## src/rtl/mf_report_pkg.sv

```systemverilog
`timescale 1ns/1ps
package mf_report_pkg;
  localparam int FREQS  = 6;
  localparam int NUM_CH = 2;

  typedef logic [FREQS-1:0] pair_t;
  typedef logic [7:0]       rbyte_t;

  // start tone: 1100 Hz + 1700 Hz
  localparam pair_t KP_PAIR = 6'b100100;

  // Numeric value of a two-of-six pair: digits from the triangular index
  // of the lower five frequencies, 1700 Hz pairs from a small mapping.
  function automatic logic [3:0] pair_value(pair_t p);
    int lo;
    int hi;
    logic [3:0] v;
    lo = 0;
    hi = 0;
    for (int i = FREQS - 1; i >= 0; i--) if (p[i]) lo = i;
    for (int i = 0; i < FREQS; i++) if (p[i]) hi = i;
    if (hi == FREQS - 1) begin
      case (lo)
        0:       v = 4'd15;
        1:       v = 4'd13;
        2:       v = 4'd11;
        3:       v = 4'd14;
        default: v = 4'd12;
      endcase
    end else begin
      v = 4'((hi * (hi - 1)) / 2 + lo + 1);
    end
    return v;
  endfunction

  function automatic rbyte_t make_byte(pair_t p, logic ch, logic binary);
    rbyte_t b;
    if (binary) b = {ch, 3'b000, pair_value(p)};
    else        b = {ch, 1'b0, p};
    return b;
  endfunction
endpackage

```

## src/rtl/mf_ms_tick.sv

```systemverilog
`timescale 1ns/1ps
module mf_ms_tick #(
  parameter int W = 16
) (
  input  logic         clk,
  input  logic         rst_n,
  input  logic [W-1:0] prescale,
  output logic         tick
);
  logic [W-1:0] cnt;
  logic [W-1:0] last;

  always_comb begin
    last = (prescale == '0) ? '0 : prescale - W'(1);
    tick = (cnt >= last);
  end

  always_ff @(posedge clk) begin
    if (!rst_n)    cnt <= '0;
    else if (tick) cnt <= '0;
    else           cnt <= cnt + W'(1);
  end
endmodule

```

## src/rtl/mf_kp_chan.sv

```systemverilog
`timescale 1ns/1ps
module mf_kp_chan
  import mf_report_pkg::*;
#(
  parameter int SHORT_MS = 30,
  parameter int LONG_MS  = 55
) (
  input  logic  clk,
  input  logic  rst_n,
  input  logic  tick,
  input  logic  enable,
  input  logic  kp_long,
  input  logic  kp_gate,
  input  logic  det_valid,
  input  pair_t det_code,
  output logic  rep_valid,
  output pair_t rep_pair
);
  localparam int MAXT = (LONG_MS > SHORT_MS) ? LONG_MS : SHORT_MS;
  localparam int CW   = $clog2(MAXT + 1);

  logic          present, is_kp, is_end, kp_here, kp_ok, other_ok, fire;
  logic          done, gate_open;
  logic [CW-1:0] cnt, limit;

  always_comb begin
    present  = enable && det_valid && ($countones(det_code) == 2);
    is_kp    = (det_code == KP_PAIR);
    is_end   = det_code[FREQS-1] && !is_kp;
    limit    = kp_long ? CW'(LONG_MS) : CW'(SHORT_MS);
    kp_here  = present && is_kp;
    kp_ok    = kp_here && (cnt >= limit);
    other_ok = present && !is_kp && (!kp_gate || gate_open);
    fire     = !done && (kp_ok || other_ok);
  end

  always_ff @(posedge clk) begin
    if (!rst_n || !enable) begin
      cnt       <= '0;
      done      <= 1'b0;
      gate_open <= 1'b0;
      rep_valid <= 1'b0;
      rep_pair  <= '0;
    end else begin
      if (!kp_here)                 cnt <= '0;
      else if (tick && cnt < limit) cnt <= cnt + CW'(1);
      done <= present && (done || fire);
      if (fire && is_kp)       gate_open <= 1'b1;
      else if (fire && is_end) gate_open <= 1'b0;
      rep_valid <= fire;
      rep_pair  <= det_code;
    end
  end
endmodule

```

## src/rtl/mf_report_fifo.sv

```systemverilog
`timescale 1ns/1ps
module mf_report_fifo #(
  parameter int DEPTH = 4,
  parameter int W     = 8
) (
  input  logic         clk,
  input  logic         rst_n,
  input  logic         wr_valid,
  input  logic [W-1:0] wr_data,
  output logic         rd_valid,
  input  logic         rd_ready,
  output logic [W-1:0] rd_data
);
  localparam int AW   = (DEPTH > 1) ? $clog2(DEPTH) : 1;
  localparam int CNTW = $clog2(DEPTH + 1);

  logic [W-1:0]    mem [DEPTH];
  logic [AW-1:0]   wr_ptr, rd_ptr;
  logic [CNTW-1:0] count;
  logic            push, pop;

  always_comb begin
    rd_valid = (count != '0);
    push     = wr_valid && (count != CNTW'(DEPTH));
    pop      = rd_valid && rd_ready;
    rd_data  = mem[rd_ptr];
  end

  always_ff @(posedge clk) begin
    if (!rst_n) begin
      wr_ptr <= '0;
      rd_ptr <= '0;
      count  <= '0;
    end else begin
      if (push) wr_ptr <= (wr_ptr == AW'(DEPTH - 1)) ? '0 : wr_ptr + AW'(1);
      if (pop)  rd_ptr <= (rd_ptr == AW'(DEPTH - 1)) ? '0 : rd_ptr + AW'(1);
      count <= count + CNTW'(push) - CNTW'(pop);
    end
  end

  always_ff @(posedge clk) begin
    if (push) mem[wr_ptr] <= wr_data;
  end
endmodule

```

## src/rtl/mf_report_ctrl.sv

```systemverilog
`timescale 1ns/1ps
module mf_report_ctrl
  import mf_report_pkg::*;
#(
  parameter int PRESCALE_W = 16,
  parameter int KP_SHORT_MS = 30,
  parameter int KP_LONG_MS  = 55,
  parameter int FIFO_DEPTH  = 4
) (
  input  logic                  clk,
  input  logic                  rst_n,
  input  logic [PRESCALE_W-1:0] cfg_prescale,
  input  logic                  cfg_binary,
  input  logic [1:0]            cfg_enable,
  input  logic [1:0]            cfg_kp_long,
  input  logic [1:0]            cfg_kp_gate,
  input  logic [1:0]            det_valid,
  input  logic [11:0]           det_code,
  output logic                  out_valid,
  input  logic                  out_ready,
  output logic [7:0]            out_data
);
  logic                        tick;
  logic [NUM_CH-1:0]           rep_v;
  logic [NUM_CH-1:0][FREQS-1:0] rep_pairs;
  rbyte_t                      enc [NUM_CH];
  logic                        pend_v, second_v, wr_v;
  rbyte_t                      pend_d, second_d, wr_d;

  mf_ms_tick #(.W(PRESCALE_W)) u_tick (
    .clk(clk), .rst_n(rst_n), .prescale(cfg_prescale), .tick(tick)
  );

  for (genvar c = 0; c < NUM_CH; c++) begin : g_ch
    mf_kp_chan #(.SHORT_MS(KP_SHORT_MS), .LONG_MS(KP_LONG_MS)) u_chan (
      .clk(clk), .rst_n(rst_n), .tick(tick),
      .enable(cfg_enable[c]), .kp_long(cfg_kp_long[c]), .kp_gate(cfg_kp_gate[c]),
      .det_valid(det_valid[c]), .det_code(det_code[c*FREQS +: FREQS]),
      .rep_valid(rep_v[c]), .rep_pair(rep_pairs[c])
    );
    assign enc[c] = make_byte(rep_pairs[c], 1'(c), cfg_binary);
  end

  // one write per cycle; a second simultaneous report waits one cycle
  always_comb begin
    wr_v = pend_v || (rep_v != '0);
    if (pend_v) begin
      wr_d     = pend_d;
      second_v = rep_v[0] || rep_v[1];
      second_d = rep_v[0] ? enc[0] : enc[1];
    end else if (rep_v[0]) begin
      wr_d     = enc[0];
      second_v = rep_v[1];
      second_d = enc[1];
    end else begin
      wr_d     = enc[1];
      second_v = 1'b0;
      second_d = enc[1];
    end
  end

  always_ff @(posedge clk) begin
    if (!rst_n) begin
      pend_v <= 1'b0;
      pend_d <= '0;
    end else begin
      pend_v <= second_v;
      pend_d <= second_d;
    end
  end

  mf_report_fifo #(.DEPTH(FIFO_DEPTH), .W(8)) u_fifo (
    .clk(clk), .rst_n(rst_n), .wr_valid(wr_v), .wr_data(wr_d),
    .rd_valid(out_valid), .rd_ready(out_ready), .rd_data(out_data)
  );
endmodule

```

## config.mk

```make
export PLATFORM = sky130hd
export DESIGN_NAME = mf_report_ctrl
export DESIGN_NICKNAME = d
export VERILOG_FILES = /design/src/rtl/mf_report_pkg.sv /design/src/rtl/mf_ms_tick.sv /design/src/rtl/mf_kp_chan.sv /design/src/rtl/mf_report_fifo.sv /design/src/rtl/mf_report_ctrl.sv
export SDC_FILE = /design/constraint.sdc
export NUM_CORES = 1
export LEC_CHECK = 0
export BUFFER_PORTS_ARGS = -buffer_cell sky130_fd_sc_hd__buf_4
export CORE_UTILIZATION = 45
export CTS_BUF_LIST = sky130_fd_sc_hd__clkbuf_2 sky130_fd_sc_hd__clkbuf_4 sky130_fd_sc_hd__clkbuf_8
export CTS_CLUSTER_SIZE = 25
export DETAILED_ROUTE_END_ITERATION = 7
export PLACE_DENSITY = 0.65
export SLEW_MARGIN = 15
export SYNTH_ARGS = -nofsm -noshare
export SYNTH_HDL_FRONTEND = slang
export SYNTH_HIERARCHICAL = 1
export SYNTH_SLANG_ARGS = --single-unit
```

## constraint.sdc

```tcl
create_clock -name clk -period 4.1 [get_ports clk]
set_input_delay 0.82 -clock clk [delete_from_list [all_inputs] [get_ports clk]]
set_output_delay 0.82 -clock clk [all_outputs]
set_load 0.005 [all_outputs]
```

==> results of run 1 <==
state kept, by name (all words and copies together), names as in the netlist, named ones only:
signal,cells
g_ch.u_chan/cnt,12
g_ch.u_chan/done,2
g_ch.u_chan/gate_open,2
g_ch.u_chan/rep_pair,12
g_ch.u_chan/rep_valid,2
pend_d,7
pend_v,1
u_fifo/count,3
u_fifo/mem,32
u_fifo/rd_ptr,2
u_fifo/wr_ptr,2
u_tick/cnt,16
how the worst max path moves through the flow:
stage	startpoint	end	slack, ns	depth (start not counted)
3_5_place_dp	cfg_prescale[7]	g_ch[1].u_chan/cnt[5]$_SDFFE_PP0P_	-0.09	15
6_report	g_ch[0].u_chan/rep_pair[5]$_SDFF_PP0_	u_fifo/mem[0][2]$_DFFE_PP_	0.29	11
4_1_cts	g_ch[0].u_chan/rep_pair[5]$_SDFF_PP0_	u_fifo/mem[0][2]$_DFFE_PP_	0.27	11
2_1_floorplan	cfg_prescale[7]	g_ch[0].u_chan/cnt[5]$_SDFFE_PP0P_	0.21	13
3_3_place_gp	cfg_prescale[7]	g_ch[0].u_chan/cnt[5]$_SDFFE_PP0P_	0.05	15
5_1_grt	cfg_prescale[7]	u_tick/cnt[4]$_SDFF_PP0_	0.12	12
cell type report:
class	instances	area share, %
clock buffer	9	1.87
timing repair buffer	51	5.78
inverter	43	2.44
sequential	95	33.6
clock inverter	7	0.982
tap	172	3.25
multi-input combinational	445	52.1
stage by stage:
stage | instance area, um^2 | setup TNS, ns | utilization (%) | cells | setup WS (ns)
after global placement | 6430 | 0 | 50.8 | 806 | 0.0471
after floorplan | 5900 | 0 | - | 597 | 0.212
after detailed placement | 6430 | -0.546 | 50.8 | 806 | -0.0933
after CTS | 6620 | 0 | 52.3 | 822 | 0.268
after global routing | 6620 | 0 | 52.3 | 822 | 0.117
final | 6620 | 0 | 52.3 | 822 | 0.294
per-layer routing:
| metal | share of wire [%] | wire length (um) |
|---|---|---|
| met2 | 48 | 5320 |
| met5 | 0 | 0 |
| met3 | 2.5 | 281 |
| met4 | 1.6 | 182 |
| met1 | 48 | 5270 |
worst max-delay path, cell delays in order, from the launching register on:
cell and delay [ns]:
dfxtp_1 0.46, nor3b_1 0.35, ha_1 0.29, ha_1 0.29, ha_1 0.28, ha_1 0.30
inv_1 0.06, fa_1 0.42, xnor2_1 0.14, o32a_1 0.19, mux4_2 0.48, mux2_2 0.30
power breakdown:
| group | total [uW] | internal, uW | leakage (uW) | switching (uW) |
|---|---|---|---|---|
| logic | 465 | 259 | 0.00180 | 206 |
| registers | 1070 | 1010 | 0.000803 | 54.9 |
| clock network | 591 | 234 | 0.0000938 | 357 |
| total | 2120 | 1510 | 0.00270 | 618 |
logic make-up (layout without fill, tap and decap cells):
family | after synthesis | after routing | share of synthesized area [%]
AOI/OAI and AO/OA | 83 | 83 | 10.1
xor gates and xnor gates | 43 | 43 | 6.41
adders and majority gates | 67 | 67 | 15.4
buffers and inverters | 57 | 110 | 3.81
DFF | 95 | 95 | 37.8
muxes | 25 | 25 | 6.44
other | 1 | 8 | 0.0639
and+or+nand+nor | 219 | 219 | 19.9
layout by cell type (no fill, tap or decap), types with 5 or more instances in the layout:
master | netlist | final
a21oi_1 | 24 | 24
nand2_1 | 53 | 53
and3_1 | 16 | 16
edfxtp_1 | 32 | 32
nand3_1 | 14 | 14
xnor2_1 | 25 | 25
ha_1 | 58 | 58
nor2_1 | 56 | 56
nand2b_1 | 8 | 8
and2_1 | 5 | 5
nor3_1 | 12 | 12
dfxtp_1 | 63 | 63
conb_1 | 1 | 8
o211ai_1 | 5 | 5
mux4_2 | 10 | 10
buf_4 | 0 | 51
mux2i_1 | 13 | 13
o21ai_0 | 21 | 20
clkbuf_8 | 0 | 9
nor2b_1 | 6 | 6
nand4_1 | 8 | 8
inv_1 | 43 | 43
fa_1 | 9 | 9
xor2_1 | 18 | 18
or3_1 | 7 | 7
o31ai_1 | 5 | 5
==> flow_metrics.env, run 1 <==
export IMPL_hold_viol=0
export IMPL_synth_area_per_cell_um2=9.95
export IMPL_cts_sinks=95
export IMPL_use_met3_pct=3.01
export IMPL_antenna_found_initial=0
export IMPL_io_buffers=48
export IMPL_postRouteAntennaNets=0
export IMPL_yosysTopAreaCellShare_pct=21.5
export IMPL_rrSetupSlack_ns=0.29
export IMPL_holdCritStartpoint="g_ch[1].u_chan/done$_SDFF_PP0_"
export IMPL_clock_skew_ns=0.00834
export IMPL_cts_tree="built"
export IMPL_start_kind="register"
export IMPL_use_met1_pct=23.2
export IMPL_nNetsFinal=752
export IMPL_drt_vias_per_instance=5.18
export IMPL_min_path_type="reg -> reg"
export IMPL_yosys_cell_types_count=59
export IMPL_grt_pass1_vias=4211
export IMPL_ios=49
export IMPL_status="finished clean"
export IMPL_required_ns=4.23
export IMPL_grtUsageTotal_pct=18.2
export IMPL_total_power_uw=2120
export IMPL_drive_above_1_share_pct=15.8
export IMPL_cts_clk_slew_worst_paths_ns=0.10
export IMPL_grt_met2_usage_pct=31.0
export IMPL_whs_ns=0.482
export IMPL_hpwl_um=8630
export IMPL_cts_buffers=9
export IMPL_yosys_warnings=6
export IMPL_min_period_over_period_pct=92.8
export IMPL_ys_seq_area_share_pct=37.8
export IMPL_htree_levels=3
export IMPL_reg2reg_depth=11
export IMPL_finalMaxSlewViolations=0
export IMPL_fin_crit_ns=3.81
export IMPL_clk_latency_ns=0.38
export IMPL_hold_buffers=0
export IMPL_synth_most_common_cell="dfxtp_1"
export IMPL_critical_path_class="reg -> reg"
export IMPL_worst_slew_pin_slew_ns=1.07
export IMPL_cts_buffer_depth=2
export IMPL_ys_top_cells_by_area="dfxtp_1 (21%), edfxtp_1 (16%), ha_1 (12%), mux4_2 (3.8%), xnor2_1 (3.7%)"
export IMPL_root_buffer="clkbuf_8"
export IMPL_setup_violations=0
export IMPL_antenna_cells_inserted=0
export IMPL_multiInputGateArea_um2=3450
export IMPL_postCtsSetupBuffers=0
export IMPL_drc=0
export IMPL_grt_pass1_wl_um=19300
export IMPL_gp_congestion=0.834
export IMPL_wl_per_cell_um=13.4
export IMPL_min_path_cells=2
export IMPL_core_um2=12700
export IMPL_fp_dieH_um=116
export IMPL_ys_seq_elements=95
export IMPL_r2r_end="u_fifo/mem[0][2]$_DFFE_PP_"
export IMPL_dieArea_um2=13500
export IMPL_leakage_uw=0.00270
export IMPL_fmax_mhz=263
export IMPL_vdd_drop_max_mv=0.158
export IMPL_r2r_start="g_ch[0].u_chan/rep_pair[5]$_SDFF_PP0_"
export IMPL_worst_path_max_fanout=13
export IMPL_synth_edf_count=32
export IMPL_syn_area_um2=5870
export IMPL_syn_inst=590
export IMPL_gr_max_usage_layer="met2"
export IMPL_slew_headroom_pct=27.9
export IMPL_end_kind="register"
export IMPL_gr_total_overflow=0
export IMPL_worstPathArrival_ns=3.94
export IMPL_holdPathEnd="g_ch[1].u_chan/done$_SDFF_PP0_"
export IMPL_post_cts_resized=0
export IMPL_start_util_pct=46.3
export IMPL_yosys_area_top_type="dfxtp_1"
export IMPL_fillerInstances=1133
export IMPL_drtIter0Drc=221
export IMPL_firstDrtPassIters=4
export IMPL_rsz0062_at_grt="false"
export IMPL_synthTopCellsByCount="dfxtp_1 (63), ha_1 (58), nor2_1 (56), nand2_1 (53), inv_1 (43)"
export IMPL_synthArstFlopShare_pct=0
export IMPL_areaGrowthSynthToFinish_pct=12.8
export IMPL_p_per_area_nw_per_um2=321
export IMPL_ff_latch_area_um2=2220
export IMPL_grt_max_degree=39
export IMPL_fp_dieW_um=116
export IMPL_synth_ff_type="dfxtp_1"
export IMPL_finalWirelength_um=11100
export IMPL_fp_row_count=41
export IMPL_vias=4262
export IMPL_drv_cap=0
(Power assumes the default switching activity.)
==> run 2, diff against run 1 <==
--- a/config.mk
+++ b/config.mk
@@ -6,11 +6,13 @@
 export NUM_CORES = 1
 export LEC_CHECK = 0
 export BUFFER_PORTS_ARGS = -buffer_cell sky130_fd_sc_hd__buf_4
-export CORE_UTILIZATION = 45
+export CELL_PAD_IN_SITES_DETAIL_PLACEMENT = 0
+export CELL_PAD_IN_SITES_GLOBAL_PLACEMENT = 1
+export CORE_UTILIZATION = 44
 export CTS_BUF_LIST = sky130_fd_sc_hd__clkbuf_2 sky130_fd_sc_hd__clkbuf_4 sky130_fd_sc_hd__clkbuf_8
 export CTS_CLUSTER_SIZE = 25
 export DETAILED_ROUTE_END_ITERATION = 7
-export PLACE_DENSITY = 0.65
+export PLACE_DENSITY_LB_ADDON = 0.1
 export SLEW_MARGIN = 15
 export SYNTH_ARGS = -nofsm -noshare
 export SYNTH_HDL_FRONTEND = slang
==> flow_metrics.env, run 2 (synthesis gave the netlist of run 1 again) <==
export IMPL_power_frac_clock_pct=28.5
export IMPL_io_buffers=48
export IMPL_grt_pass1_vias=4217
export IMPL_dieArea_um2=13800
export IMPL_top_regs="u_fifo/mem (32), u_tick/cnt (16)"
export IMPL_most_common_layout_cells="dfxtp_1 (63), ha_1 (58), nor2_1 (56), buf_4 (55), nand2_1 (53)"
export IMPL_leakage_uw=0.00272
export IMPL_antenna_found_initial=0
export IMPL_fp_row_count=41
export IMPL_cts_sinks=95
export IMPL_core_um2=12800
export IMPL_p_per_area_nw_per_um2=322
export IMPL_gr_total_overflow=0
export IMPL_cts_clk_slew_worst_paths_ns=0.10
export IMPL_multiInputGateArea_um2=3450
export IMPL_start_util_pct=45.8
export IMPL_fp_dieH_um=118
export IMPL_min_path_type="reg -> reg"
export IMPL_fin_crit_ns=3.74
export IMPL_slew_headroom_pct=51.0
export IMPL_switchingPower_uw=592
export IMPL_regMostFlops="u_fifo/mem"
export IMPL_grt_max_degree=39
export IMPL_drt_vias_per_instance=5.16
export IMPL_vdd_drop_max_mv=0.139
export IMPL_ios=49
export IMPL_htree_levels=3
export IMPL_wl_per_cell_um=13.7
export IMPL_drv_cap=0
export IMPL_start_kind="register"
export IMPL_seqPwrFrac_pct=49.7
export IMPL_setup_violations=0
export IMPL_finalWirelength_um=11300
export IMPL_drtIter0Drc=216
export IMPL_worstPathArrival_ns=3.84
export IMPL_drc=0
export IMPL_hold_viol=0
export IMPL_vias=4266
export IMPL_fmax_mhz=267
export IMPL_grtUsageTotal_pct=17.6
export IMPL_combPwrFrac_pct=21.8
export IMPL_rrSetupSlack_ns=0.36
export IMPL_post_cts_resized=0
export IMPL_startpoint="g_ch[0].u_chan/rep_pair[3]$_SDFF_PP0_"
export IMPL_fp_dieW_um=118
export IMPL_worst_path_max_fanout=5
export IMPL_finalMaxSlewViolations=0
export IMPL_holdCritStartpoint="g_ch[1].u_chan/done$_SDFF_PP0_"
export IMPL_fillerInstances=1208
export IMPL_hpwl_um=8940
export IMPL_reg2reg_depth=11
export IMPL_clock_skew_ns=0.0169
export IMPL_total_power_uw=2150
export IMPL_rsz0062_at_grt="false"
export IMPL_cts_tree="built"
export IMPL_cts_buffer_depth=2
export IMPL_hold_buffers=0
export IMPL_r2r_start="g_ch[0].u_chan/rep_pair[3]$_SDFF_PP0_"
export IMPL_tns_ns=0
export IMPL_drive_above_1_share_pct=16.1
export IMPL_status="finished clean"
export IMPL_min_period_over_period_pct=91.3
export IMPL_worst_slew_pin_slew_ns=0.733
export IMPL_required_ns=4.20
export IMPL_largest_register_ffs=32
export IMPL_end_kind="register"
export IMPL_critical_path_class="reg -> reg"
export IMPL_areaGrowthSynthToFinish_pct=13.4
export IMPL_postCtsSetupBuffers=0
export IMPL_cts_buffers=9
export IMPL_firstDrtPassIters=4
export IMPL_antenna_cells_inserted=0
export IMPL_postRouteAntennaNets=0
export IMPL_gp_congestion=0.819
export IMPL_nNetsFinal=756
export IMPL_final_common_cell="dfxtp_1"
export IMPL_grt_pass1_wl_um=19800
export IMPL_root_buffer="clkbuf_8"
export IMPL_min_path_cells=2
export IMPL_internal_power_uw=1550
export IMPL_ff_latch_area_um2=2220
export IMPL_switching_share_pct=27.6
export IMPL_clk_latency_ns=0.37
## run 2: cell types whose count changed in the layout (fill, tap and decap cells not counted)
cell       previous run  this run
inv_8                 2         0
bufinv_16             0         1
buf_4                51        55
clkinv_4              3         2
clkinv_1              0         2
## run 2: power by group through the flow
stage | Sequential [uW] | Clock (uW) | Combinational (uW)
2_1_floorplan | 1060 | 0 | 339
4_1_cts | 1070 | 628 | 474
5_1_grt | 1080 | 668 | 535
6_report | 1070 | 611 | 468
3_5_place_dp | 1090 | 0 | 470
3_3_place_gp | 1090 | 0 | 458
## run 2: worst paths after layout
check,to
max,u_fifo/mem[0][2]$_DFFE_PP_
min,g_ch[1].u_chan/done$_SDFF_PP0_
max reg2reg,u_fifo/mem[0][2]$_DFFE_PP_
min reg2reg,g_ch[1].u_chan/done$_SDFF_PP0_
## run 2: layout make-up
cell class              count  share of cell area [%]
multi-input cells         445                    51.8
repair buffers             55                    6.20
clock inverters             7                    1.07
inverters                  43                    2.42
flip-flops and latches     95                    33.4
clock buffers               9                    1.86
well taps                 172                    3.23
## run 2: through the flow
| step | cells | util (%) | instance area [um^2] | hold WS (ns) | setup slack (ns) |
|---|---|---|---|---|---|
| 2_1_floorplan | 597 | - | 5900 | 0.437 | 0.212 |
| 3_3_place_gp | 810 | 50.4 | 6460 | 0.461 | 0.0975 |
| 3_5_place_dp | 810 | 50.4 | 6460 | 0.468 | 0.0125 |
| 4_1_cts | 826 | 51.9 | 6660 | 0.483 | 0.316 |
| 5_1_grt | 826 | 51.9 | 6660 | 0.506 | 0.176 |
| 6_report | 826 | 51.9 | 6660 | 0.480 | 0.356 |
## run 2: critical path: stages (launching register included)
cell and delay (ns):
dfxtp_1 0.41, nor3b_1 0.30, ha_1 0.29, ha_1 0.30
ha_1 0.28, ha_1 0.30, inv_1 0.06, fa_1 0.43
xnor2_1 0.13, o32a_1 0.19, mux4_2 0.47, mux2_2 0.32
## run 2: metal layers
metal	vias to the layer above	wire length, um	GRT usage (%)
met5	-	0	0
met1	2005	5480	23.1
met4	0	102	4.89
met3	9	340	3.59
li1	2204	-	-
met2	48	5420	29.3
==> run 3, diff against run 2 <==
--- a/config.mk
+++ b/config.mk
@@ -8,6 +8,7 @@
 export BUFFER_PORTS_ARGS = -buffer_cell sky130_fd_sc_hd__buf_4
 export CELL_PAD_IN_SITES_DETAIL_PLACEMENT = 0
 export CELL_PAD_IN_SITES_GLOBAL_PLACEMENT = 1
+export CORE_MARGIN = 2
 export CORE_UTILIZATION = 44
 export CTS_BUF_LIST = sky130_fd_sc_hd__clkbuf_2 sky130_fd_sc_hd__clkbuf_4 sky130_fd_sc_hd__clkbuf_8
 export CTS_CLUSTER_SIZE = 25
==> flow_metrics.env, run 3 (synthesis gave the netlist of run 1 again) <==
export IMPL_slowest_stage="mux4_2"
export IMPL_drt_vias_per_instance=5.13
export IMPL_leakage_uw=0.00274
export IMPL_antenna_cells_inserted=0
export IMPL_gr_total_overflow=0
export IMPL_dp_slack_ns=-0.0489
export IMPL_postRouteAntennaNets=0
export IMPL_ff_latch_area_um2=2220
export IMPL_cts_buffers=9
export IMPL_core_um2=13100
export IMPL_worst_slew_pin_slew_ns=0.569
export IMPL_final_setup_worst_slack_ns=0.306
export IMPL_drc=0
export IMPL_drive_above_1_share_pct=16.6
export IMPL_worst_path_max_fanout=5
export IMPL_status="finished clean"
export IMPL_fmax_mhz=264
export IMPL_largest_register_ffs=32
export IMPL_cts_sinks=95
export IMPL_hpwl_um=8910
export IMPL_gr_max_usage_layer="met2"
export IMPL_rsz0062_at_grt="false"
export IMPL_holdCritStartpoint="g_ch[0].u_chan/done$_SDFF_PP0_"
export IMPL_fp_row_count=42
export IMPL_finalMaxSlewViolations=0
export IMPL_tns_ns=0
export IMPL_use_met1_pct=22.6
export IMPL_multiInputGateArea_um2=3450
export IMPL_grt_pass1_vias=4102
export IMPL_startpoint="g_ch[0].u_chan/rep_pair[3]$_SDFF_PP0_"
export IMPL_whs_ns=0.479
export IMPL_clk_latency_ns=0.38
export IMPL_grt_pass1_wl_um=19500
export IMPL_vias=4272
export IMPL_postCtsSetupBuffers=0
export IMPL_start_util_pct=44.7
export IMPL_hold_viol=0
export IMPL_fillerInstances=1240
export IMPL_areaGrowthSynthToFinish_pct=14.0
export IMPL_nNetsFinal=758
export IMPL_cts_tree="built"
export IMPL_p_per_area_nw_per_um2=326
export IMPL_fp_dieW_um=120
export IMPL_end_kind="register"
export IMPL_total_power_uw=2180
export IMPL_critical_path_class="reg -> reg"
export IMPL_fin_crit_ns=3.79
export IMPL_crit_path_max_incr_delay_ns=0.47
export IMPL_wl_per_cell_um=13.5
export IMPL_io_buffers=48
export IMPL_start_kind="register"
export IMPL_crit_top_cell="ha_1"
export IMPL_finalWirelength_um=11300
export IMPL_dieArea_um2=14300
export IMPL_setup_violations=0
export IMPL_post_cts_resized=0
export IMPL_min_period_over_period_pct=92.5
export IMPL_min_path_type="reg -> reg"
export IMPL_drtIter0Drc=202
export IMPL_drv_cap=0
export IMPL_antenna_found_initial=0
export IMPL_cts_clk_slew_worst_paths_ns=0.10
export IMPL_final_common_cell="dfxtp_1"
export IMPL_required_ns=4.22
export IMPL_regMostFlops="u_fifo/mem"
export IMPL_ios=49
export IMPL_clock_skew_ns=0.0120
export IMPL_grtUsageTotal_pct=16.9
export IMPL_cp_cell_sequence="nor3b_1, ha_1, ha_1, ha_1, ha_1, inv_1, fa_1, xnor2_1, o32a_1, mux4_2, mux2_2"
export IMPL_firstDrtPassIters=4
export IMPL_fp_dieH_um=120
export IMPL_worstPathArrival_ns=3.92
export IMPL_vdd_drop_max_mv=0.148
export IMPL_use_met3_pct=4.04
export IMPL_gp_congestion=0.828
export IMPL_cts_buffer_depth=2
export IMPL_grt_max_degree=39
export IMPL_htree_levels=3
export IMPL_slew_headroom_pct=62.0
export IMPL_r2r_start="g_ch[0].u_chan/rep_pair[3]$_SDFF_PP0_"
export IMPL_hold_buffers=0
export IMPL_most_common_layout_cells="dfxtp_1 (63), ha_1 (58), buf_4 (57), nor2_1 (56), nand2_1 (53)"
export IMPL_grt_met2_usage_pct=27.9
export IMPL_root_buffer="clkbuf_8"
export IMPL_top_regs="u_fifo/mem (32), u_tick/cnt (16)"
run 3: changes by cell type in the layout (fill, tap and decap cells not counted), sizes merged:
cell / before / now
inv: 44 / 47
clkinv: 4 / 1
buf: 55 / 57
run 3: final cells by class:
| class | count | area share [%] |
|---|---|---|
| tap | 176 | 3.29 |
| clock buffer | 9 | 1.85 |
| clock inverter | 7 | 1.29 |
| timing repair buffer | 57 | 6.39 |
| multi-input combinational | 445 | 51.6 |
| sequential | 95 | 33.2 |
| inverter | 43 | 2.41 |
run 3: critical path: cells and delay by family, from the launching register on:
family | cells | cell delay, ns
AOI/OAI and AO/OA | 1 | 0.18
xor gates and xnor gates | 1 | 0.14
adders and majority gates | 5 | 1.63
buffers and inverters | 1 | 0.06
DFF | 1 | 0.42
muxes | 2 | 0.78
and+or+nand+nor | 1 | 0.34
run 3: power breakdown:
part           switching [uW]  leakage (uW)  internal, uW
Sequential               55.9      0.000803          1010
Clock                     350      0.000104           295
Combinational             208       0.00183           259
run 3: path summary, 6_finish.rpt:
kind	to	slack, ns	cells past startpoint
worst min-delay path	g_ch[0].u_chan/done$_SDFF_PP0_	0.48	2
worst max register to register	u_fifo/mem[1][2]$_DFFE_PP_	0.31	11
worst max-delay path	u_fifo/mem[1][2]$_DFFE_PP_	0.31	11
worst min register to register	g_ch[0].u_chan/done$_SDFF_PP0_	0.48	2
run 3: per-stage QoR:
step                      cell area [um^2]  std cells  utilization, %
final                                 6690        832            51.0
after global routing                  6690        832            51.0
after CTS                             6690        832            51.0
after detailed placement              6480        816            49.4
after global placement                6480        816            49.4
after floorplan                       5900        597               -
run 3: per-layer routing:
layer	share of wire, %	routed length (um)	vias to the layer above
met5	0	0	-
met1	48	5430	2006
li1	-	-	2207
met2	48	5360	55
met4	0.62	70	0
met3	3.5	394	4
